`src/rtl/pport_pkg.sv`:
```
`timescale 1ns/1ps
// Shared constants for the parallel port host: offsets, control bit
// positions, status pin positions and the transfer state encoding.
package pport_pkg;
    localparam int BYTE_W = 8;
    localparam int CTRL_W = 6;
    localparam int STAT_W = 5;

    localparam logic [2:0] OFS_DATA  = 3'd0;
    localparam logic [2:0] OFS_STAT  = 3'd1;
    localparam logic [2:0] OFS_CTRL  = 3'd2;
    localparam logic [2:0] OFS_EADDR = 3'd3;
    localparam logic [2:0] OFS_EDATA = 3'd4;

    localparam int CB_WRITE = 0;
    localparam int CB_DSTB  = 1;
    localparam int CB_INIT  = 2;
    localparam int CB_ASTB  = 3;
    localparam int CB_IRQEN = 4;
    localparam int CB_DRIVE = 5;

    localparam int SP_WAIT = 7;
    localparam int SP_INTR = 6;

    typedef enum logic [2:0] {
        CY_IDLE,
        CY_SETUP,
        CY_STROBE,
        CY_RELEASE,
        CY_DONE
    } cyc_state_t;
endpackage

```
`src/rtl/pport_sync.sv`:
```
`timescale 1ns/1ps
// Multi-stage synchronizer for asynchronous pin inputs.
// Assumes STAGES >= 1; all stages reset to zero.
module pport_sync #(
    parameter int W      = 5,
    parameter int STAGES = 2
) (
    input  logic         clk,
    input  logic         rst_n,
    input  logic [W-1:0] din,
    output logic [W-1:0] dout
);
    logic [STAGES-1:0][W-1:0] sq;

    // Shift the pin sample through the stage chain.
    always_ff @(posedge clk) begin
        if (!rst_n) begin
            sq <= '0;
        end else begin
            sq[0] <= din;
            for (int i = 1; i < STAGES; i++) begin
                sq[i] <= sq[i-1];
            end
        end
    end

    assign dout = sq[STAGES-1];
endmodule

```
`src/rtl/pport_regs.sv`:
```
`timescale 1ns/1ps
// CPU-visible registers: data latch, control latch, sticky timeout flag,
// and the read multiplexer. Assumes status inputs are already synchronized.
module pport_regs
    import pport_pkg::*;
(
    input  logic              clk,
    input  logic              rst_n,
    input  logic              bus_sel,
    input  logic              bus_we,
    input  logic [2:0]        bus_addr,
    input  logic [BYTE_W-1:0] bus_wdata,
    input  logic [7:3]        stat_s,
    input  logic              tout_set,
    input  logic              cyc_done,
    input  logic [BYTE_W-1:0] epp_rbyte,
    output logic [BYTE_W-1:0] data_q,
    output logic [CTRL_W-1:0] ctrl_q,
    output logic              tout_q,
    output logic [BYTE_W-1:0] bus_rdata
);
    logic wr_en;
    assign wr_en = bus_sel && bus_we;

    // Data and control latches written by the CPU.
    always_ff @(posedge clk) begin
        if (!rst_n) begin
            data_q <= '0;
            ctrl_q <= '0;
        end else if (wr_en) begin
            if (bus_addr == OFS_DATA) data_q <= bus_wdata;
            if (bus_addr == OFS_CTRL) ctrl_q <= bus_wdata[CTRL_W-1:0];
        end
    end

    // Sticky timeout flag: an abort sets it, a write of 1 to bit 0 clears it.
    always_ff @(posedge clk) begin
        if (!rst_n) begin
            tout_q <= 1'b0;
        end else if (tout_set) begin
            tout_q <= 1'b1;
        end else if (wr_en && bus_addr == OFS_STAT && bus_wdata[0]) begin
            tout_q <= 1'b0;
        end
    end

    // Read multiplexer by offset.
    always_comb begin
        bus_rdata = '0;
        case (bus_addr)
            OFS_DATA:  bus_rdata = data_q;
            OFS_STAT:  bus_rdata = {~stat_s[SP_WAIT], stat_s[6:3], 2'b00, tout_q};
            OFS_CTRL:  bus_rdata = {{(BYTE_W-CTRL_W){1'b0}}, ctrl_q};
            OFS_EADDR,
            OFS_EDATA: bus_rdata = cyc_done ? epp_rbyte : '0;
            default:   bus_rdata = '0;
        endcase
    end
endmodule

```
`src/rtl/pport_epp_fsm.sv`:
```
`timescale 1ns/1ps
// Transfer sequencer for interlocked address and data cycles.
// Assumes the CPU holds its access steady while bus_hold is high and
// that wait_s is already synchronized. TIMEOUT_CYCLES >= 2.
module pport_epp_fsm
    import pport_pkg::*;
#(
    parameter int TIMEOUT_CYCLES = 16
) (
    input  logic              clk,
    input  logic              rst_n,
    input  logic              bus_sel,
    input  logic              bus_we,
    input  logic [2:0]        bus_addr,
    input  logic [BYTE_W-1:0] bus_wdata,
    input  logic              wait_s,
    input  logic [BYTE_W-1:0] pd_in,
    output cyc_state_t        state,
    output logic              is_wr,
    output logic              is_addr,
    output logic [BYTE_W-1:0] wbyte,
    output logic [BYTE_W-1:0] rbyte,
    output logic              abort,
    output logic              bus_hold,
    output logic              cyc_busy,
    output logic              cyc_done
);
    localparam int CNT_W = (TIMEOUT_CYCLES > 2) ? $clog2(TIMEOUT_CYCLES) : 1;
    localparam logic [CNT_W-1:0] LIMIT = CNT_W'(TIMEOUT_CYCLES - 1);

    cyc_state_t       nxt;
    logic [CNT_W-1:0] cnt;
    logic             epp_hit;
    logic             expired;
    logic             waiting;

    assign epp_hit = bus_sel && (bus_addr == OFS_EADDR || bus_addr == OFS_EDATA);
    assign expired = (cnt == LIMIT);
    assign waiting = (state == CY_STROBE) || (state == CY_RELEASE);

    // Next-state decision; a response takes priority over timer expiry.
    always_comb begin
        nxt   = state;
        abort = 1'b0;
        case (state)
            CY_IDLE:    if (epp_hit) nxt = CY_SETUP;
            CY_SETUP:   nxt = CY_STROBE;
            CY_STROBE: begin
                if (wait_s) begin
                    nxt = CY_RELEASE;
                end else if (expired) begin
                    nxt   = CY_DONE;
                    abort = 1'b1;
                end
            end
            CY_RELEASE: begin
                if (!wait_s) begin
                    nxt = CY_DONE;
                end else if (expired) begin
                    nxt   = CY_DONE;
                    abort = 1'b1;
                end
            end
            CY_DONE:    nxt = CY_IDLE;
            default:    nxt = CY_IDLE;
        endcase
    end

    // State register and per-phase response timer.
    always_ff @(posedge clk) begin
        if (!rst_n) begin
            state <= CY_IDLE;
            cnt   <= '0;
        end else begin
            state <= nxt;
            if (nxt != state)  cnt <= '0;
            else if (waiting)  cnt <= cnt + 1'b1;
        end
    end

    // Capture the access at cycle start and the read byte on response.
    always_ff @(posedge clk) begin
        if (!rst_n) begin
            is_wr   <= 1'b0;
            is_addr <= 1'b0;
            wbyte   <= '0;
            rbyte   <= '0;
        end else if (state == CY_IDLE && epp_hit) begin
            is_wr   <= bus_we;
            is_addr <= (bus_addr == OFS_EADDR);
            wbyte   <= bus_wdata;
            rbyte   <= '0;
        end else if (state == CY_STROBE && wait_s && !is_wr) begin
            rbyte   <= pd_in;
        end
    end

    assign bus_hold = epp_hit && (state != CY_DONE);
    assign cyc_busy = (state != CY_IDLE);
    assign cyc_done = (state == CY_DONE);
endmodule

```
`src/rtl/pport_pin_mux.sv`:
```
`timescale 1ns/1ps
// Pin driver selection: control pins and data lines follow the registers
// when idle and the transfer sequencer while a transfer runs.
module pport_pin_mux
    import pport_pkg::*;
(
    input  cyc_state_t        state,
    input  logic              cyc_busy,
    input  logic              is_wr,
    input  logic              is_addr,
    input  logic [BYTE_W-1:0] wbyte,
    input  logic [BYTE_W-1:0] data_q,
    input  logic [CTRL_W-1:0] ctrl_q,
    output logic [3:0]        pin_ctrl,
    output logic [BYTE_W-1:0] pd_out,
    output logic              pd_oe
);
    logic strobing;
    logic in_xfer;

    assign strobing = (state == CY_STROBE);
    assign in_xfer  = (state == CY_SETUP) || strobing || (state == CY_RELEASE);

    // Control pin levels: register view with inversions, or sequencer view.
    always_comb begin
        pin_ctrl[CB_INIT] = ctrl_q[CB_INIT];
        if (!cyc_busy) begin
            pin_ctrl[CB_WRITE] = ~ctrl_q[CB_WRITE];
            pin_ctrl[CB_DSTB]  = ~ctrl_q[CB_DSTB];
            pin_ctrl[CB_ASTB]  = ~ctrl_q[CB_ASTB];
        end else begin
            pin_ctrl[CB_WRITE] = ~is_wr;
            pin_ctrl[CB_DSTB]  = ~(strobing && !is_addr);
            pin_ctrl[CB_ASTB]  = ~(strobing && is_addr);
        end
    end

    // Data line drive value and enable.
    always_comb begin
        pd_oe  = in_xfer ? is_wr : ctrl_q[CB_DRIVE];
        pd_out = (in_xfer && is_wr) ? wbyte : data_q;
    end
endmodule

```
`src/rtl/pport_epp_host.sv`:
```
`timescale 1ns/1ps
// Parallel port host with register-mapped pins and interlocked address and
// data transfers at offsets 3 and 4. Assumes a single CPU master that holds
// its access while bus_hold is high. Status pins are asynchronous.
module pport_epp_host
    import pport_pkg::*;
#(
    parameter int TIMEOUT_CYCLES = 16,
    parameter int SYNC_STAGES    = 2
) (
    input  logic              clk,
    input  logic              rst_n,
    input  logic              bus_sel,
    input  logic              bus_we,
    input  logic [2:0]        bus_addr,
    input  logic [BYTE_W-1:0] bus_wdata,
    output logic [BYTE_W-1:0] bus_rdata,
    output logic              bus_hold,
    output logic              bus_irq,
    input  logic [7:3]        pin_stat,
    output logic [3:0]        pin_ctrl,
    input  logic [BYTE_W-1:0] pd_in,
    output logic [BYTE_W-1:0] pd_out,
    output logic              pd_oe
);
    logic [7:3]        stat_s;
    cyc_state_t        state;
    logic              is_wr, is_addr, abort, cyc_busy, cyc_done, tout_q;
    logic [BYTE_W-1:0] wbyte, rbyte, data_q;
    logic [CTRL_W-1:0] ctrl_q;

    pport_sync #(.W(STAT_W), .STAGES(SYNC_STAGES)) u_sync (
        .clk(clk), .rst_n(rst_n), .din(pin_stat), .dout(stat_s)
    );

    pport_epp_fsm #(.TIMEOUT_CYCLES(TIMEOUT_CYCLES)) u_fsm (
        .clk(clk), .rst_n(rst_n), .bus_sel(bus_sel), .bus_we(bus_we),
        .bus_addr(bus_addr), .bus_wdata(bus_wdata), .wait_s(stat_s[SP_WAIT]),
        .pd_in(pd_in), .state(state), .is_wr(is_wr), .is_addr(is_addr),
        .wbyte(wbyte), .rbyte(rbyte), .abort(abort), .bus_hold(bus_hold),
        .cyc_busy(cyc_busy), .cyc_done(cyc_done)
    );

    pport_regs u_regs (
        .clk(clk), .rst_n(rst_n), .bus_sel(bus_sel), .bus_we(bus_we),
        .bus_addr(bus_addr), .bus_wdata(bus_wdata), .stat_s(stat_s),
        .tout_set(abort), .cyc_done(cyc_done), .epp_rbyte(rbyte),
        .data_q(data_q), .ctrl_q(ctrl_q), .tout_q(tout_q), .bus_rdata(bus_rdata)
    );

    pport_pin_mux u_pins (
        .state(state), .cyc_busy(cyc_busy), .is_wr(is_wr), .is_addr(is_addr),
        .wbyte(wbyte), .data_q(data_q), .ctrl_q(ctrl_q),
        .pin_ctrl(pin_ctrl), .pd_out(pd_out), .pd_oe(pd_oe)
    );

    // Level interrupt gated by the enable bit.
    assign bus_irq = ctrl_q[CB_IRQEN] && stat_s[SP_INTR];
endmodule

```
`config.mk`:
```
export PLATFORM = sky130hd
export DESIGN_NAME = pport_epp_host
export DESIGN_NICKNAME = d
export VERILOG_FILES = /design/src/rtl/pport_pkg.sv /design/src/rtl/pport_sync.sv /design/src/rtl/pport_regs.sv /design/src/rtl/pport_epp_fsm.sv /design/src/rtl/pport_pin_mux.sv /design/src/rtl/pport_epp_host.sv
export SDC_FILE = /design/constraint.sdc
export NUM_CORES = 1
export LEC_CHECK = 0
export BUFFER_PORTS_ARGS = -buffer_cell sky130_fd_sc_hd__buf_2
export CORE_AREA = 8 8 77 79
export DETAILED_ROUTE_END_ITERATION = 10
export DIE_AREA = 0 0 85 87
export MAX_ROUTING_LAYER = met4
export PLACE_DENSITY = 0.77
export SETUP_SLACK_MARGIN = 0.5
export SLEW_MARGIN = 15
export SYNTH_ARGS = -nofsm -noshare
export SYNTH_HDL_FRONTEND = slang
export SYNTH_SLANG_ARGS = --single-unit
```
`constraint.sdc`:
```
create_clock -name clk -period 2 [get_ports clk]
set_input_delay 0.2 -clock clk [delete_from_list [all_inputs] [get_ports clk]]
set_output_delay 0.2 -clock clk [all_outputs]
set_load 0.02 [all_outputs]
```
[After elaboration in Yosys (flattened, before gate mapping)]
Index checks and enable logic that the tools add are counted.
Word-level totals
  output and inout bits: 23
  word-level logic and storage cells: 75
  register bits: 50
  ROM bits: 0
  input port bits: 28
  latch bits: 0
  memories: 0
  bits in writable memories: 0
Cells by class
  reduce and logical (&&, ||, !) cells: 27
  eq/ne operators: 11
  shifts and indexed selects: 0
  $mul: 0
  add/sub/neg operators: 1
  mux-type cells: 17
  div/mod/pow operators: 0
  bitwise logic cells: 8
  order comparisons: 0
Operators by type and width (number)
  $pmux W8 S4: 1
  $mux W8: 2
  $eq A3 B2 Y1 const B: 4
  $logic_and A1 B1 Y1: 12
  $mux W3: 4
  $pmux W3 S4: 1
  $not A1 Y1: 8
  $mux W1: 7
  $eq A3 B1 Y1 const B: 2
  $eq A3 B3 Y1 const B: 2
  $logic_not A3 Y1: 2
  $reduce_or A2 Y1: 3
  $add A4 B1 Y4 const B: 1
  $eq A4 B4 Y1 const B: 1
  $logic_or A1 B1 Y1: 4
  $reduce_and A2 Y1: 2
  $ne A3 B3 Y1: 1
  $ne A3 B3 Y1 const B: 1
  $reduce_bool A3 Y1: 1
  $logic_not A1 Y1: 2
  $mux W2: 1
  $pmux W1 S2: 1
  $reduce_bool A2 Y1: 1

[Logic depth before layout (Yosys ltp)]
Gate-level depths: netlist (run 1).
  depth after elaboration: 7
  gate-level depth with buffers: 6
  mapped depth without buffers: 4

[Hierarchy]
From an unflattened synthesis (run 1), not the netlist that was laid out.
Second synthesis, totals
  cells, all modules: 254
  area total of the unflattened synthesis: 2487.4 um^2
By module, submodules not included
  pport_epp_fsm: times used 1, area each 1132.3 um^2, seq. area each 500.5 um^2, cells an instance 115
  pport_regs: times used 1, area each 842.1 um^2, seq. area each 300.3 um^2, cells an instance 92
  pport_sync: times used 1, area each 300.3 um^2, seq. area each 200.2 um^2, cells an instance 25
  pport_pin_mux: times used 1, area each 206.4 um^2, seq. area each 0.0 um^2, cells an instance 21
  pport_epp_host: times used 1, area each 6.3 um^2, seq. area each 0.0 um^2, cells an instance 1

[Worst setup path after synthesis (run 1)]
Ideal clock, no wire load.
  kind: input to output
  from: input port bus_addr[0]
  to: output port bus_rdata[0]
  arrival time: 1452 ps
  path buffers: 1
  data required time: 1800 ps
  stages on the path: 4
  slack: 348 ps
  cell sequence: buf_2 -> or3b_4 -> a2111oi_4 -> o2bb2ai_1
Between the ends
  word-level cells in the longest chain between the ends: 3
  elaborated cells on any way between the ends: 7
  classes of those cells: eq/ne (4); mux (1); reduce/logical (2)
RTL lines
  start, declared: line pport_epp_host.sv:15  | input logic [2:0] bus_addr,
  $eq A3 B3 Y1 / $eq A3 B2 Y1 (equally long branches): line pport_regs.sv:50  | case (bus_addr)
  $reduce_or A2 Y1: line pport_regs.sv:50
  $pmux W8 S4 (*): line pport_regs.sv:50
  end, declared: line pport_epp_host.sv:17  | output logic [BYTE_W-1:0] bus_rdata,
Mark *: on every way between the ends. The rest lies on a longest branch, timed or not.

[Worst setup path after layout (run 1)]
  from: register u_fsm.state[1]
  to: output port pd_out[2]
Between the ends
  word-level cells in the longest chain between the ends: 5
  elaborated cells on any way between the ends: 7
  classes of those cells: eq/ne (3); mux (1); reduce/logical (3)
RTL lines
  start, declared: line pport_epp_fsm.sv:18  | output cyc_state_t state,
  start signal, assigned: line pport_epp_fsm.sv:75  | state <= nxt;
  $eq A3 B1 Y1 / $eq A3 B2 Y1 (equally long branches): line pport_pin_mux.sv:22, pport_pin_mux.sv:21
  $logic_or A1 B1 Y1: line pport_pin_mux.sv:22  | assign in_xfer = (state == CY_SETUP) || strobing || (state == CY_RELEASE);
  $logic_or A1 B1 Y1 (*): line pport_pin_mux.sv:22
  $logic_and A1 B1 Y1 (*): line pport_pin_mux.sv:41  | pd_out = (in_xfer && is_wr) ? wbyte : data_q;
  $mux W8 (*): line pport_pin_mux.sv:41
  end, declared: line pport_epp_host.sv:23  | output logic [BYTE_W-1:0] pd_out,
Marks and branches as above.

==> results of run 1 <==
## sequential cells by signal, indices dropped and copies added, names as in the netlist
signal / cells
u_fsm.cnt: 4
u_fsm.is_addr: 1
u_fsm.is_wr: 1
u_fsm.rbyte: 8
u_fsm.state: 3
u_fsm.wbyte: 8
u_regs.ctrl_q: 6
u_regs.data_q: 8
u_regs.tout_q: 1
u_sync.dout: 5
u_sync.sq: 5
## metal layers
layer  routed length (um)  track usage (%)
met4                  167             7.93
met3                  441             3.96
met2                 3410             30.8
met5                    0                -
met1                 3090             24.5
## final cells by class
type / count / area [um2] / share of cell area [%]
tap: 56 / 70.1 / 2.10
inverter: 4 / 15.0 / 0.450
timing repair buffer: 79 / 703 / 21.1
sequential: 50 / 1010 / 30.3
clock buffer: 6 / 82.6 / 2.47
multi-input combinational: 199 / 1460 / 43.6
## power breakdown
| group | leakage [uW] | switching [uW] | total, uW | internal, uW |
|---|---|---|---|---|
| sequential | 0.000408 | 15.8 | 1030 | 1020 |
| clock | 0.0000431 | 309 | 576 | 267 |
| combinational | 0.000884 | 146 | 283 | 137 |
## per-stage QoR
step | util, % | cell area [um2] | setup WS [ns] | hold WS, ns
finish | 68.9 | 3340 | 0.192 | 0.107
global route | 68.9 | 3340 | 0.121 | 0.106
CTS | 67.4 | 3270 | 0.228 | 0.101
detailed placement | 57.2 | 2770 | 0.180 | 0.410
global placement | 57.2 | 2770 | 0.245 | 0.407
floorplan | - | 2480 | 0.359 | 0.327
## repair_timing
item / CTS / global route
buffers inserted: 11 / 4
gates cloned: 3 / 0
hold buffers: 0 / 0
resized for setup: 75 / 11
setup endpoints to repair: 38 / 41
pin swaps: 5 / 4
## Yosys cell counts, types with 3 or more instances
master and instances:
dfxtp_1 50, nand3_1 25, o21ai_0 25, a21oi_1 22, mux2i_1 21, nand2_1 20, clkbuf_1 14, and2_1 11
a211oi_1 9, mux2_2 8, nand3b_1 6, o2bb2ai_1 6, buf_2 4, nor2_1 4, a2bb2oi_1 3, inv_1 3
nand4_1 3, o21a_1 3, or2_2 3, or3_1 3
## worst max-delay path, cell delays in order, from the launching register on
cell and delay, ns:
dfxtp_4 0.38, nor2_4 0.12, nand3b_1 0.19, buf_6 0.18, mux2_4 0.31, buf_6 0.13
## worst paths after layout
path,start,end,slack [ns]
worst max-delay path,u_fsm.state[1],pd_out[2],0.19
worst min-delay path,pin_stat[3],u_sync.sq[0],0.11
worst max register to register,u_fsm.state[1],u_fsm.wbyte[5],0.31
worst min register to register,u_sync.sq[4],u_sync.dout[4],0.43
## kinds of logic after synthesis
group | Yosys count | share of synthesized area, %
muxes | 29 | 12.2
DFF | 50 | 40.8
and+or+nand+nor | 90 | 20.3
xor gates and xnor gates | 3 | 1.07
AOI/OAI and AO/OA | 76 | 19.8
adders and majority gates | 1 | 0.510
buffers and inverters | 27 | 5.25
==> impl_metrics.json, run 1 <==
{
  "run_status": "completed",
  "placement.io_buffers": 50,
  "grt_setup_unrepaired": "yes",
  "synth_cell_types": 43,
  "initial_utilization_pct": 50.6,
  "via_count": 2379,
  "route.detailed.drc": 0,
  "tritoncts_clock_tree": "built",
  "holdPathStages": 2,
  "tritoncts_num_sinks": 50,
  "areaGrowthSynthToFinish_pct": 36.1,
  "worst_setup_path_start_kind": "register",
  "timing.reg2reg.worst_path_depth": 7,
  "synth-main-ff-cell": "dfxtp_1",
  "finalCriticalPeriod_ns": 1.81,
  "synth.yosys.seq_area_share_pct": 40.8,
  "wl_per_cell_um": 18.0,
  "worst_slew_pin_slew_ns": 0.511,
  "finalPower_uw": 1890,
  "cts_htree_levels": 2,
  "relative_slew_slack_pct": 65.8,
  "n_antenna_cell": 0,
  "layout-drive-gt1-share_pct": 33.4,
  "min-delay-path-class": "in2reg",
  "boundaryPins": 51,
  "worstSkewPairLatency_ns": 0.29,
  "critical_path_required_ns": 1.80,
  "die_width_um": 85,
  "totalWireLength_um": 7110,
  "drt-pass1-iter-count": 4,
  "dp_hpwl_um": 4590,
  "deepest_clock_path_buffer_count": 2,
  "power.ir.vdd_worst_v": 0.000436,
  "mostFrequentLayoutCells": "dfxtp_1 (47), buf_6 (28), buf_2 (27)",
  "power_per_cell_area_mw_per_mm2": 566,
  "synth_top_cell_by_area": "dfxtp_1",
  "post_synth.cell_area_avg_um2": 8.89,
  "yosysWarningCount": 0,
  "route.antenna.remaining_nets": 0,
  "fmax_ghz": 0.553,
  "die-area_mm2": 0.00740,
  "cts-root-buf": "clkbuf_8",
  "finalNonFillerCells": 394,
  "cts_buffers": 5,
  "post_synth_top_area_share_pct": 40.8,
  "fin_worst_skew_ns": 0.00571,
  "slew_violations": 0,
  "finalHoldViolCount": 0,
  "grt_first_pass_wirelength_um": 11300,
  "dr.first_iter.drc_count": 184,
  "timing_worst_setup_path_type": "reg2out",
  "post_synth_instance_area_mm2": 0.00245,
  "path_clk_slew_ns": 0.08,
  "placed_cells_incl_taps": 370,
  "number_of_fill_cells": 357,
  "grt_start_max_net_pins": 20,
  "antenna_violations_before_repair": 0,
  "worst_path_maximum_fanout": 5,
  "synth_edf_count": 0,
  "grt_pass1_vias": 2221,
  "finalWeightedCongestion": 0.844,
  "crit_arrival_ns": 1.61,
  "number_of_setup_violations_in_the_final_report": 0,
  "die_height_um": 87,
  "drv.max_cap_violation_count": 0,
  "worst_setup_path_end_kind": "primary output",
  "proportion_of_synthesized_flip_flops_having_asynchronous_set_or_reset_pct": 0,
  "rows": 26,
  "nets": 368,
  "total_nets_after_synthesis": 305,
  "timing.setup.tns_ns": 0,
  "global_route.overflow_total": 0,
  "grt.total_usage_pct": 19.7,
  "finalCritPeriodShare_pct": 90.4,
  "synth_top_cells_by_area": "dfxtp_1 (41%), mux2i_1 (8.6%), nand3_1 (5.1%)",
  "synth-seq-cells": 50,
  "mostFrequentLayoutCell": "dfxtp_1",
  "via_per_inst": 6.04,
  "power.leakage_uw": 0.00134,
  "core_region_area_mm2": 0.00485,
  "post_synth_inst_count": 276
}
(Power assumes the default switching activity.)
==> run 2: changes to the inputs <==
--- a/config.mk
+++ b/config.mk
@@ -5,12 +5,12 @@
 export SDC_FILE = /design/constraint.sdc
 export NUM_CORES = 1
 export LEC_CHECK = 0
+export ABC_AREA = 1
 export BUFFER_PORTS_ARGS = -buffer_cell sky130_fd_sc_hd__buf_2
-export CORE_AREA = 8 8 77 79
+export CORE_AREA = 8 8 76 78
 export DETAILED_ROUTE_END_ITERATION = 10
-export DIE_AREA = 0 0 85 87
-export MAX_ROUTING_LAYER = met4
-export PLACE_DENSITY = 0.77
+export DIE_AREA = 0 0 84 86
+export PLACE_DENSITY = 0.76
 export SETUP_SLACK_MARGIN = 0.5
 export SLEW_MARGIN = 15
 export SYNTH_ARGS = -nofsm -noshare
==> constraint.sdc (replaced) <==
create_clock -name clk -period 2 [get_ports clk]
set_input_delay 0.2 -clock clk [delete_from_list [all_inputs] [get_ports clk]]
set_output_delay 0.2 -clock clk [all_outputs]
set_load 0.01 [all_outputs]
==> run 2 against run 1 <==
  * Fmax up 11%
  * Worst setup slack improved by 0.18 ns
  * Die area decreased by 2.3%
  * Clock skew rose by 0.0054 ns
  * Critical path depth grew 2
  * Hold slack got worse by 0.031 ns
  * Wire length fell by 14%
  * Synthesized cell count increased by 12%
  * Critical path type unchanged
  * Critical endpoint is now bus_rdata[1]
==> impl_metrics.json, run 2 <==
{
  "run_status": "completed",
  "holdPathStages": 3,
  "placed_cells_incl_taps": 405,
  "nets": 402,
  "p_switching_uw": 480,
  "layout-drive-gt1-share_pct": 38.0,
  "cts_htree_levels": 2,
  "synth-main-ff-cell": "dfxtp_1",
  "tritoncts_clock_tree": "built",
  "finalPower_uw": 1860,
  "rows": 25,
  "core_region_area_mm2": 0.00460,
  "areaGrowthSynthToFinish_pct": 30.6,
  "synth_top_cell_by_area": "dfxtp_1",
  "finalHoldViolCount": 0,
  "drt-pass1-iter-count": 4,
  "grt.total_usage_pct": 15.8,
  "grt_pass1_vias": 2125,
  "drv.max_cap_violation_count": 0,
  "fmax_ghz": 0.613,
  "die_height_um": 86,
  "power_per_cell_area_mw_per_mm2": 613,
  "finalNonFillerCells": 428,
  "min_to": "u_sync.sq[2]",
  "wl_per_cell_um": 14.2,
  "grt_setup_unrepaired": "yes",
  "placement.io_buffers": 50,
  "post_synth_instance_area_mm2": 0.00232,
  "die-area_mm2": 0.00722,
  "synth.most_common_cell": "nand2_1",
  "route.detailed.drc": 0,
  "finalWeightedCongestion": 0.833,
  "finalCritPeriodShare_pct": 81.6,
  "critical_path.reg2reg.startpoint": "u_fsm.state[1]",
  "via_per_inst": 5.12,
  "total_nets_after_synthesis": 338,
  "slew_violations": 0,
  "totalWireLength_um": 6080,
  "mostFrequentLayoutCells": "nand2_1 (63), buf_2 (49), dfxtp_1 (46)",
  "yosysWarningCount": 0,
  "synth.yosys.seq_area_share_pct": 43.1,
  "cts_buffers": 5,
  "crit_start": "u_fsm.state[1]",
  "deepest_clock_path_buffer_count": 2,
  "rrSetupSlack_ns": 0.56,
  "worst_setup_path_end_kind": "primary output",
  "timing.setup.tns_ns": 0,
  "timing.reg2reg.worst_path_depth": 6,
  "power.ir.vdd_worst_v": 0.000383,
  "fin_worst_skew_ns": 0.0111,
  "hp-start": "pin_stat[5]",
  "worst_path_maximum_fanout": 5,
  "pwr-share-clk_pct": 32.6,
  "rr_endpoint": "u_fsm.wbyte[2]",
  "path_clk_slew_ns": 0.09,
  "power_frac_comb_pct": 11.6,
  "top_cells_by_instance_count_after_synthesis": "nand2_1 (67), dfxtp_1 (50), inv_1 (45), a21oi_1 (22), nor2_1 (19)",
  "n_antenna_cell": 0,
  "finalCriticalPeriod_ns": 1.63,
  "grt_start_max_net_pins": 25,
  "synth_cell_types": 31,
  "power_switching_share_pct": 25.8,
  "critical_path_required_ns": 1.80,
  "post_synth.cell_area_avg_um2": 7.52,
  "crit_arrival_ns": 1.43,
  "min-delay-path-class": "in2reg",
  "synth-seq-cells": 50,
  "worst_slew_pin_slew_ns": 0.538,
  "relative_slew_slack_pct": 64.0,
  "number_of_setup_violations_in_the_final_report": 0,
  "worst_setup_path_start_kind": "register",
  "global_route.overflow_total": 0,
  "via_count": 2193,
  "post_synth_inst_count": 309,
  "tritoncts_num_sinks": 50,
  "dr.first_iter.drc_count": 159,
  "grt_first_pass_wirelength_um": 9490,
  "antenna_violations_before_repair": 0,
  "synth_edf_count": 0,
  "mostFrequentLayoutCell": "nand2_1",
  "route.antenna.remaining_nets": 0,
  "timing_worst_setup_path_type": "reg2out",
  "boundaryPins": 51,
  "proportion_of_synthesized_flip_flops_having_asynchronous_set_or_reset_pct": 0,
  "cts-root-buf": "clkbuf_8",
  "dp_hpwl_um": 4030,
  "share_seq_of_total_power_pct": 55.9,
  "worstSkewPairLatency_ns": 0.30,
  "power.leakage_uw": 0.00134,
  "internal_pwr_total_uw": 1380,
  "die_width_um": 84,
  "synth_top_cells_by_area": "dfxtp_1 (43%), nand2_1 (11%), inv_1 (7.3%)",
  "top_regs": "u_fsm.rbyte x8, u_fsm.wbyte x8, u_regs.data_q x8",
  "initial_utilization_pct": 50.5,
  "post_synth_top_area_share_pct": 43.1
}
## run 2: cell type report
cell class,instances,area [um2]
Sequential cell,50,1010
Inverter,50,203
Clock inverter,2,12.5
Fill cell,377,1560
Timing Repair Buffer,63,387
Clock buffer,6,82.6
Multi-Input combinational cell,203,1270
Tap cell,54,67.6
## run 2: worst max-delay path by stage
stage	endpoint	slack (ns)
5_1_grt	pd_out[7]	0.31
6_report	bus_rdata[1]	0.37
3_3_place_gp	u_fsm.rbyte[0]	0.49
3_5_place_dp	u_fsm.rbyte[4]	0.40
2_1_floorplan	pd_out[1]	0.68
4_1_cts	bus_rdata[6]	0.37
## run 2: timing repair
action                     4_1_cts  5_1_grt
pin swaps                       10        8
setup buffers                    9        3
gates cloned                     2        1
hold buffers                     0        0
resized for setup               41       16
setup endpoints to repair       33       40
## run 2: power by group through the flow
stage	Combinational [uW]	Clock (uW)	Sequential, uW
final	215	606	1040
after global routing	238	659	1040
after CTS	200	618	1040
after detailed placement	180	0	1060
after global placement	177	0	1060
after floorplan	119	0	1060
## run 2: metal layers
metal	up-vias	global-route usage (%)	part of all wire [%]
li1	1125	-	-
met1	1001	17.6	43
met2	53	27.2	50
met3	14	5.02	5.9
met4	0	6.28	1.8
met5	-	0	0
## run 2: kinds of logic after synthesis
family / share of synthesized area, %
buf+inv: 10.8
compound gates: 20.5
flops: 43.1
fa+ha+maj: 0.538
simple gates: 24.0
xor+xnor: 1.13
## run 2: critical path: stages, from the launching register on
cell      delay (ns)
dfxtp_4         0.37
inv_6           0.07
nand2_4         0.06
nor2_4          0.13
buf_12          0.14
nand3_2         0.09
o221ai_2        0.10
buf_2           0.17
## run 2: metrics by stage
| stage | utilization, % | setup WS (ns) | hold WS (ns) | instance area, um2 |
|---|---|---|---|---|
| after floorplan | - | 0.679 | 0.298 | 2320 |
| after global placement | 56.2 | 0.487 | 0.385 | 2590 |
| after detailed placement | 56.2 | 0.403 | 0.385 | 2590 |
| after CTS | 63.6 | 0.370 | 0.0707 | 2930 |
| after global routing | 66.0 | 0.314 | 0.0765 | 3040 |
| final | 66.0 | 0.369 | 0.0760 | 3040 |
==> run 3: changes to the inputs <==
--- a/config.mk
+++ b/config.mk
@@ -7,10 +7,10 @@
 export LEC_CHECK = 0
 export ABC_AREA = 1
 export BUFFER_PORTS_ARGS = -buffer_cell sky130_fd_sc_hd__buf_2
-export CORE_AREA = 8 8 76 78
+export CORE_AREA = 8 8 79 81
 export DETAILED_ROUTE_END_ITERATION = 10
-export DIE_AREA = 0 0 84 86
-export PLACE_DENSITY = 0.76
+export DIE_AREA = 0 0 87 89
+export PLACE_DENSITY = 0.73
 export SETUP_SLACK_MARGIN = 0.5
 export SLEW_MARGIN = 15
 export SYNTH_ARGS = -nofsm -noshare
==> constraint.sdc (replaced) <==
create_clock -name clk -period 1.5 [get_ports clk]
set_input_delay 0.15 -clock clk [delete_from_list [all_inputs] [get_ports clk]]
set_output_delay 0.15 -clock clk [all_outputs]
set_load 0.01 [all_outputs]
==> run 3 against run 2 <==
  * Highest routed layer unchanged
  * Core utilization is 0.85 points higher
  * The run now ends with setup timing left
  * Combinational power is 65% higher
  * Final cell count is 4.9% higher
  * First-iteration DRC count is 30% lower
  * Non-clock buffer count is 6 higher
  * Clock power is 64% higher
  * Register-to-register slack worse by 0.52 ns
  * Clock skew is 0.00072 ns lower
  * Die area is 7.2% higher
  * Critical endpoint is now pd_oe
==> impl_metrics.json, run 3 (synthesis gave the netlist of run 2 again) <==
{
  "power.ir.vdd_worst_v": 0.000478,
  "finalNonFillerCells": 449,
  "cpPeakStageDelay_ns": 0.37,
  "cts-root-buf": "clkbuf_8",
  "worstSkewPairLatency_ns": 0.31,
  "postCtsHoldBufs": 0,
  "run_status": "finished, violations left",
  "power_frac_comb_pct": 13.0,
  "area.sequential_mm2": 0.00102,
  "finalWeightedCongestion": 0.816,
  "antenna_violations_before_repair": 0,
  "dr.first_iter.drc_count": 111,
  "core_region_area_mm2": 0.00498,
  "via_per_inst": 5.02,
  "share_seq_of_total_power_pct": 50.5,
  "layout-drive-gt1-share_pct": 45.4,
  "worst_slew_pin_slew_ns": 0.356,
  "timing_worst_setup_path_type": "reg2out",
  "fin_worst_skew_ns": 0.0104,
  "totalWireLength_um": 6400,
  "min-delay-path-class": "in2reg",
  "die_height_um": 89,
  "timing.reg2reg.worst_path_depth": 9,
  "critical_path_required_ns": 1.35,
  "crit_arrival_ns": 1.41,
  "rrSetupSlack_ns": 0.04,
  "cts_htree_levels": 2,
  "placed_cells_incl_taps": 426,
  "worst_setup_path_start_kind": "register",
  "crit_chain": "inv_4 > a21oi_4 > nand2_2 > buf_12 > o21ai_0 > buf_2",
  "deepest_clock_path_buffer_count": 2,
  "hold_ws_ns": 0.0202,
  "pwr-share-clk_pct": 36.5,
  "grt_setup_unrepaired": "yes",
  "worst_path_maximum_fanout": 17,
  "fmax_ghz": 0.642,
  "cpMaxStageDelayCell": "dfxtp_4",
  "grt_start_max_net_pins": 26,
  "slew_violations": 0,
  "tritoncts_num_sinks": 50,
  "worst_slack_ns": -0.0587,
  "power.leakage_uw": 0.00141,
  "rows": 26,
  "nets": 407,
  "multiInputGateArea_mm2": 0.00139,
  "grt.total_usage_pct": 16.7,
  "placement.io_buffers": 50,
  "holdPathStages": 3,
  "finalCritPeriodShare_pct": 104,
  "cts_buffers": 5,
  "power_per_cell_area_mw_per_mm2": 820,
  "global_route.overflow_total": 0,
  "route.detailed.drc": 0,
  "mostFrequentLayoutCell": "nand2_1",
  "number_of_setup_violations_in_the_final_report": 15,
  "path_clk_slew_ns": 0.09,
  "finalHoldViolCount": 0,
  "tritoncts_clock_tree": "built",
  "violations": "setup timing",
  "wl_per_cell_um": 14.2,
  "route.antenna.remaining_nets": 0,
  "grt_first_pass_wirelength_um": 10200,
  "boundaryPins": 51,
  "n_antenna_cell": 0,
  "drt-pass1-iter-count": 4,
  "rr_endpoint": "u_fsm.wbyte[5]",
  "internal_pwr_total_uw": 2020,
  "critical_path.reg2reg.startpoint": "u_fsm.state[0]",
  "finalCriticalPeriod_ns": 1.56,
  "drv.max_cap_violation_count": 0,
  "areaGrowthSynthToFinish_pct": 43.2,
  "relative_slew_slack_pct": 76.2,
  "min_to": "u_sync.sq[1]",
  "finalCoreUtilization_pct": 66.9,
  "mostFrequentLayoutCells": "nand2_1 (56), buf_2 (49), inv_1 (43), dfxtp_1 (43), a21oi_1 (19)",
  "dp_hpwl_um": 4270,
  "top_regs": "u_fsm.rbyte x8, u_fsm.wbyte x8, u_regs.data_q x8",
  "finalPower_uw": 2730,
  "initial_utilization_pct": 46.7,
  "power_switching_share_pct": 26.1,
  "via_count": 2253,
  "hp-start": "pin_stat[4]",
  "p_switching_uw": 713,
  "worst_setup_path_end_kind": "primary output",
  "die_width_um": 87,
  "number_of_fill_cells": 404,
  "die-area_mm2": 0.00774,
  "placed_cell_area_mm2": 0.00280,
  "grt_pass1_vias": 2273,
  "finalInstanceArea_mm2": 0.00333
}
==> run 3: cell count changes in the layout (fill, tap and decap cells not counted), moves of 4 or more <==
cell / change
nand2_1: -7
o21ai_4: +6
nor2_4: +4
o21ai_1: -10
nand2_2: +6
o21ai_2: +4
==> run 3: layout make-up <==
class,count,area share [%]
Multi-Input combinational cell,202,41.9
Sequential cell,50,30.6
Timing Repair Buffer,69,15.3
Inverter,50,6.09
Tap cell,70,2.63
Clock buffer,5,2.07
Clock inverter,3,1.43
==> run 3: what timing repair did <==
item / in CTS / in global routing
buffers inserted: 10 / 1
cloned: 4 / 0
pin swaps: 11 / 4
setup endpoints to repair: 48 / 49
hold endpoints to repair: 0 / 0
resized for setup: 51 / 12
==> run 3: metal layers <==
| layer | vias up | GRT usage, % | wire (um) |
|---|---|---|---|
| met3 | 21 | 4.04 | 347 |
| met4 | 0 | 7.67 | 175 |
| met1 | 1026 | 18.2 | 2680 |
| met2 | 67 | 29.9 | 3190 |
| met5 | - | 0 | 0 |
| li1 | 1139 | - | - |
==> run 3: through the flow <==
| stage | setup TNS [ns] | worst slack [ns] |
|---|---|---|
| global placement | 0 | 0.201 |
| finish | -0.601 | -0.0587 |
| CTS | -0.608 | -0.0544 |
| global route | -1.90 | -0.119 |
| floorplan | 0 | 0.350 |
| detailed placement | 0 | 0.171 |
==> run 3: how the worst max path moves through the flow <==
stage / start / endpoint / slack, ns / cells after the start
after global placement: u_fsm.state[0] / bus_rdata[2] / 0.20 / 6
after detailed placement: u_fsm.state[0] / bus_rdata[1] / 0.17 / 6
final: u_fsm.state[1] / pd_oe / -0.06 / 6
after global routing: u_fsm.state[1] / pd_out[3] / -0.12 / 7
after CTS: u_fsm.state[1] / bus_rdata[2] / -0.05 / 6
after floorplan: u_fsm.state[1] / pd_out[0] / 0.35 / 5
==> run 3: worst max-delay path: cells and delay by family (launching register included) <==
family          cells  cell delay [ns]
buf+inv             3             0.39
flops               1             0.37
compound gates      2             0.26
simple gates        1             0.08
==> run 3: power groups by stage <==
stage / logic (uW) / clock network [uW] / registers (uW)
2_1_floorplan: 172 / 0 / 1410
3_3_place_gp: 269 / 0 / 1410
3_5_place_dp: 274 / 0 / 1410
4_1_cts: 341 / 1010 / 1380
5_1_grt: 386 / 1060 / 1380
6_report: 355 / 996 / 1380
